$ cat src/rtl/casc_cnt_pkg.sv
`timescale 1ns/1ps
package casc_cnt_pkg;

  // Operation chosen for the next clock edge (clear is handled in the register).
  typedef enum logic [1:0] {
    OP_HOLD  = 2'd0,
    OP_LOAD  = 2'd1,
    OP_COUNT = 2'd2
  } cnt_op_e;

  // Terminal value for a given mode and state width.
  function automatic int unsigned term_value(input int unsigned width, input bit decade);
    if (decade) return 9;
    return (1 << width) - 1;
  endfunction

endpackage

$ cat src/rtl/casc_cnt_ctrl.sv
`timescale 1ns/1ps
module casc_cnt_ctrl
  import casc_cnt_pkg::*;
(
  input  logic    load_n,
  input  logic    en_p,
  input  logic    en_t,
  output cnt_op_e op
);

  // Load beats both enables; counting needs both enables high.
  always_comb begin
    if (!load_n)            op = OP_LOAD;
    else if (en_p && en_t)  op = OP_COUNT;
    else                    op = OP_HOLD;
  end

endmodule

$ cat src/rtl/casc_cnt_next.sv
`timescale 1ns/1ps
module casc_cnt_next
  import casc_cnt_pkg::*;
#(
  parameter int unsigned WIDTH  = 4,
  parameter bit          DECADE = 1'b0
) (
  input  cnt_op_e          op,
  input  logic [WIDTH-1:0] cur,
  input  logic [WIDTH-1:0] din,
  output logic [WIDTH-1:0] nxt
);

  localparam logic [WIDTH-1:0] TERM = WIDTH'(term_value(WIDTH, DECADE));

  logic [WIDTH-1:0] incr;

  // Out-of-range decade states fall through to plain increment and wrap at all-ones.
  always_comb begin
    if (cur == TERM) incr = '0;
    else             incr = cur + WIDTH'(1);
  end

  always_comb begin
    unique case (op)
      OP_LOAD:  nxt = din;
      OP_COUNT: nxt = incr;
      default:  nxt = cur;
    endcase
  end

endmodule

$ cat src/rtl/casc_cnt_reg.sv
`timescale 1ns/1ps
module casc_cnt_reg #(
  parameter int unsigned WIDTH     = 4,
  parameter bit          ASYNC_CLR = 1'b1
) (
  input  logic             clk,
  input  logic             clr_n,
  input  logic [WIDTH-1:0] nxt,
  output logic [WIDTH-1:0] q
);

  generate
    if (ASYNC_CLR) begin : g_async
      always_ff @(posedge clk or negedge clr_n) begin
        if (!clr_n) q <= '0;
        else        q <= nxt;
      end
    end else begin : g_sync
      always_ff @(posedge clk) begin
        if (!clr_n) q <= '0;
        else        q <= nxt;
      end
    end
  endgenerate

endmodule

$ cat src/rtl/casc_cnt_tc.sv
`timescale 1ns/1ps
module casc_cnt_tc
  import casc_cnt_pkg::*;
#(
  parameter int unsigned WIDTH  = 4,
  parameter bit          DECADE = 1'b0
) (
  input  logic [WIDTH-1:0] q,
  input  logic             en_t,
  output logic             carry
);

  localparam logic [WIDTH-1:0] TERM = WIDTH'(term_value(WIDTH, DECADE));

  assign carry = en_t & (q == TERM);

endmodule

$ cat src/rtl/casc_counter4.sv
`timescale 1ns/1ps
module casc_counter4
  import casc_cnt_pkg::*;
#(
  parameter int unsigned WIDTH     = 4,
  parameter bit          DECADE    = 1'b0,
  parameter bit          ASYNC_CLR = 1'b1
) (
  input  logic             clk,
  input  logic             clr_n,
  input  logic             load_n,
  input  logic             en_p,
  input  logic             en_t,
  input  logic [WIDTH-1:0] din,
  output logic [WIDTH-1:0] q,
  output logic             carry
);

  cnt_op_e          op;
  logic [WIDTH-1:0] nxt;

  casc_cnt_ctrl u_ctrl (
    .load_n (load_n),
    .en_p   (en_p),
    .en_t   (en_t),
    .op     (op)
  );

  casc_cnt_next #(.WIDTH(WIDTH), .DECADE(DECADE)) u_next (
    .op  (op),
    .cur (q),
    .din (din),
    .nxt (nxt)
  );

  casc_cnt_reg #(.WIDTH(WIDTH), .ASYNC_CLR(ASYNC_CLR)) u_reg (
    .clk   (clk),
    .clr_n (clr_n),
    .nxt   (nxt),
    .q     (q)
  );

  casc_cnt_tc #(.WIDTH(WIDTH), .DECADE(DECADE)) u_tc (
    .q     (q),
    .en_t  (en_t),
    .carry (carry)
  );

endmodule

$ cat config.mk
export PLATFORM = sky130hd
export DESIGN_NAME = casc_counter4
export DESIGN_NICKNAME = d
export VERILOG_FILES = /design/src/rtl/casc_cnt_pkg.sv /design/src/rtl/casc_cnt_ctrl.sv /design/src/rtl/casc_cnt_next.sv /design/src/rtl/casc_cnt_reg.sv /design/src/rtl/casc_cnt_tc.sv /design/src/rtl/casc_counter4.sv
export SDC_FILE = /design/constraint.sdc
export NUM_CORES = 1
export LEC_CHECK = 0
export CAP_MARGIN = 25
export CELL_PAD_IN_SITES_DETAIL_PLACEMENT = 1
export CELL_PAD_IN_SITES_GLOBAL_PLACEMENT = 2
export CORE_AREA = 5 5 42 44
export CTS_CLUSTER_DIAMETER = 50
export CTS_CLUSTER_SIZE = 24
export DETAILED_ROUTE_END_ITERATION = 6
export DIE_AREA = 0 0 47 49
export DONT_BUFFER_PORTS = 1
export PLACE_DENSITY = 0.51
export SLEW_MARGIN = 40
export SYNTH_ARGS = -nofsm -noshare
export SYNTH_HDL_FRONTEND = slang
export SYNTH_SLANG_ARGS = --single-unit
$ cat constraint.sdc
create_clock -name clk -period 1.7 [get_ports clk]
set_clock_uncertainty 0.2 [all_clocks]
set_input_delay 0.255 -clock clk [delete_from_list [all_inputs] [get_ports clk]]
set_output_delay 0.255 -clock clk [all_outputs]
set_load 0.01 [all_outputs]
# == Word-level counts from Yosys, hierarchy flattened ==
# Index checks and enable logic that the tools add are counted.
# word_totals
elab_cells,12
regBits,4
input_bits,9
# classes
n_mux,4
add_sub_neg,1
reduce_logical,2
eq_ne,3
bitwise_logic,1
# ops
cell,count
one-hot mux 4 bit (2 select lines),1
adder 4 x 1 -> 4 bit (second input constant),1
equality test 4 bit (second input constant),1
two-way mux 2 bit,2
two-way mux 4 bit,1
equality test 2 x 1 -> 1 bit (second input constant),1
equality test 2 bit (second input constant),1
nonzero test 2 bit,1
AND 1 bit,1
logical AND 1 bit,1

# == Logic depth before layout (Yosys ltp) ==
# logic_depth
word_depth,5
mapped_depth,4
depth_no_buf,4

# == Cells and area by module ==
# Synthesis repeated with hierarchy kept, for this count alone.
# hier_totals
hier_cells,34
hier_area_um2,296.5
# modules_own_cells
module,area_each_um2,instances,cells_per_inst
casc_cnt_next,173.9,1,25
casc_cnt_reg,100.1,1,4
casc_cnt_tc,12.5,1,3
casc_cnt_ctrl,10.0,1,2

# == Least setup slack after synthesis ==
# No wires, ideal clock.
# synth_timing
path_kind,register -> register
from,reg u_reg.q[0]
to,reg u_reg.q[0]
path_slack_ns,0.253
path_stages_with_launch,4
setup_ns,0.082
arrival_ns,1.165
synth_period_minus_slack_ns,1.447
path_cell_list,dfrtp_1 -> ha_1 -> a311o_1 -> a31oi_1
# synth_between
elab_chain_cells,3
# synth_lines
element,line_no,text
from (decl),casc_cnt_reg.sv:9,output logic [WIDTH-1:0] q
from (signal assigned),casc_cnt_reg.sv:16,else q <= nxt;
adder 4 x 1 -> 4 bit / equality test 4 bit (equally long branches),"casc_cnt_next.sv:21, casc_cnt_next.sv:20",
two-way mux 4 bit (*),casc_cnt_next.sv:20,if (cur == TERM) incr = '0;
one-hot mux 4 bit (2 select lines) (*),casc_cnt_next.sv:25,unique case (op)
# Mark *: on every way between the ends. The rest lies on a longest branch, timed or not.
# A chain may end at the register's enable or synchronous reset.

# == Worst setup path in the final report ==
# layout_timing
from,reg u_reg.q[0]
to,out carry
# layout_between
elab_chain_cells,2
# layout_lines
element,line_no,text
equality test 4 bit,casc_cnt_tc.sv:15,assign carry = en_t & (q == TERM);
AND 1 bit,casc_cnt_tc.sv:15,
to (decl),casc_counter4.sv:16,output logic carry
# No other way between the ends.

==> summary.txt <==
GRT
  – Vias in the first global route: 279
  – First-pass GRT wire length: 1180 um
  – Initial antenna violation count: 0
  – Grt ovf: 0
  – Largest net degree at the start of global routing: 9
  – Total track usage: 7.27%

Drt
  – Total number of vias: 242
  – First DRT Iteration DRCs: 3
  – Routed length per instance: 13.6 um
  – Routed Antenna Nets: 0
  – DRC: 0
  – DR pass1 iterations: 4
  – Via density per instance: 4.57
  – WL final: 721 um

Finish
  – Area Overhead vs Synth: 52.7%
  – Top flop regs: u_reg.q (4)
  – Antenna Diode Count: 0
  – Nets@finish: 49
  – Layout cells sized above 1: 18.9%
  – Max FFs per register: 4
  – Fillers: 178
  – Most flop-heavy register: u_reg.q

Clocking
  – Total CTS buffers: 3
  – Root buffer cell: clkbuf_4
  – CTS tree: done
  – Worst-Skew Late Latency: 0.24 ns
  – # resized after CTS: 0
  – Max clock buf depth: 2
  – CTS sink cnt: 4
  – Clock Pin Slew Worst Setup and Hold Paths: 0.04 ns
  – H-Tree Depth: 1

Floorplan
  – Die extent in x: 47 um
  – FP Rows: 14
  – Chip Height: 49 um
  – Total die area: 2300 um^2
  – # IOs: 14
  – Initial core utilization: 16.4%
  – Core area: 1400 um^2

Timing
  – Post-route setup TNS: 0 ns
  – Final Hold Fails: 0
  – Fmax: 632 MHz
  – Pins over their slew limit: 0
  – Slew @ Worst Pin: 0.275 ns
  – Tcrit/Tclk final: 93.0%
  – Slew HR: 81.6%
  – RSZ-0062 raised after global routing: no
  – Final setup violation count: 0
  – Minimum clock period: 1.58 ns
  – WHS: 0.0946 ns

Run
  – Max Cap Viol: 0

Critical path
  – Worst Path Max Fanout: 4
  – Crit path kind: flop to output pin
  – Reg2Reg Capture Point: u_reg.q[0]$_DFFE_PN0P_
  – Crit path largest cell delay: 0.37 ns
  – R2r startpoint: u_reg.q[0]$_DFFE_PN0P_
  – Critical path's top delay family: flip-flops
  – Crit path depth: 2
  – Required time of the critical path: 1.24 ns
  – Critical path arrival: 1.13 ns
  – Crit path cell chain: ha_1 -> and4_2
  – R2r worst-path depth: 3
  – R2r setup slk: 0.27 ns
  – Worst setup EP type: output pin
  – CP max-delay cell: dfrtp_1
  – Worst Setup Start Kind: flop
  – Number of buffer and inverter stages on the critical path: 0

Yosys
  – Sequential area share after synthesis: 43.5%
  – Synthesized area: 230 um^2
  – YS warnings: 0
  – Synthesized area per cell: 8.85 um^2
  – Post-Syn Nets: 36
  – Post-Syn Instances: 26
  – Number of synthesized register bits: 4
  – Cell variety after synth: 14

Place
  – Gp weighted congestion: 0.723
  – Count of buffers from port buffering: 0
  – Dpl hpwl: 596 um

Power
  – Peak VDD IR: 0.000352 V
  – PwrDens: 892 nW/um^2
  – Leakage: 0.148 nW

Hold path
  – Hold WC Path Type: input pin to async pin

Outcome
  – Status: finished, final reports clean
[routing by layer]
metal  up-vias  wire length (um)  global-route usage (%)
met1       112               311                    9.96
met4         0                 0                    4.15
met2        12               322                    8.82
li1        118                 -                       -
met5         -                 0                       0
met3         0                87                    3.69
[placed cells by master (no fill, tap or decap)]
master and n:
buf_4 3, or3_1 1, nand2_1 3, a311o_1 1
a31oi_1 2, clkbuf_4 3, ha_1 1, dfrtp_1 4
xor2_1 1, and4_2 1, dlygate4sd3_1 6, o21ai_0 1
nor2_1 4, mux2i_1 1, a21oi_1 3, nand3_1 2
[worst register-to-register path, delay by kind of cell (launching register included)]
| kind | cells | cell delay [ns] |
|---|---|---|
| adder cells (fa/ha/maj) | 1 | 0.24 |
| AO/OA/AOI/OAI | 2 | 0.54 |
| flip-flops | 1 | 0.37 |
[worst max-delay path by stage]
stage | slack (ns) | to | from
finish | 0.12 | carry | u_reg.q[0]$_DFFE_PN0P_
global route | 0.07 | carry | u_reg.q[0]$_DFFE_PN0P_
CTS | 0.10 | carry | u_reg.q[1]$_DFFE_PN0P_
detailed placement | 0.28 | u_reg.q[0]$_DFFE_PN0P_ | u_reg.q[0]$_DFFE_PN0P_
global placement | 0.31 | u_reg.q[0]$_DFFE_PN0P_ | u_reg.q[0]$_DFFE_PN0P_
floorplan | 0.25 | u_reg.q[0]$_DFFE_PN0P_ | u_reg.q[0]$_DFFE_PN0P_
[power breakdown]
part	switching [mW]	leakage, nW	internal (mW)
sequential	0.00942	0.0450	0.106
combinational	0.0394	0.0891	0.0370
clock	0.0421	0.0138	0.0792
[per-stage QoR]
stage	power [mW]	area [um^2]	worst slack, ns	util, %	cells
global placement	0.178	269	0.314	19.2	44
CTS	0.321	352	0.102	25.1	53
global route	0.333	352	0.0677	25.1	53
finish	0.314	352	0.118	25.1	53
detailed placement	0.181	269	0.276	19.2	44
floorplan	0.156	230	0.253	-	26
[repair_timing]
item                      CTS  global route
setup buffers               0             0
hold endpoints to repair    8             0
hold buffers                6             0
[Yosys cell counts (all sizes together)]
cell / number / area [um^2]
a311o: 1 / 10.0
nand3: 2 / 10.0
and4: 1 / 10.0
ha: 1 / 12.5
a31oi: 2 / 12.5
clkbuf: 1 / 3.75
nand2: 3 / 11.3
mux2i: 1 / 10.0
o21ai: 1 / 5.00
a21oi: 3 / 15.0
nor2: 4 / 15.0
xor2: 1 / 8.76
or3: 1 / 6.26
dfrtp: 4 / 100
[cell families after synthesis]
family                   count (synthesis)  synth area share, %
AND/OR/NAND/NOR                         11                 22.8
XOR/XNOR                                 1                 3.81
adder cells (fa/ha/maj)                  1                 5.43
multiplexers                             1                 4.35
buffers and inverters                    1                 1.63
flip-flops                               4                 43.5
AO/OA/AOI/OAI                            7                 18.5
[cell type report]
class                   count  area [um^2]  area share, %
multi-input cells          21          126           35.9
clock buffers               3         22.5           6.41
repair buffers              9         82.6           23.5
well taps                  16         20.0           5.69
flip-flops and latches      4          100           28.5
No activity file was read; power rests on OpenSTA's default activity.
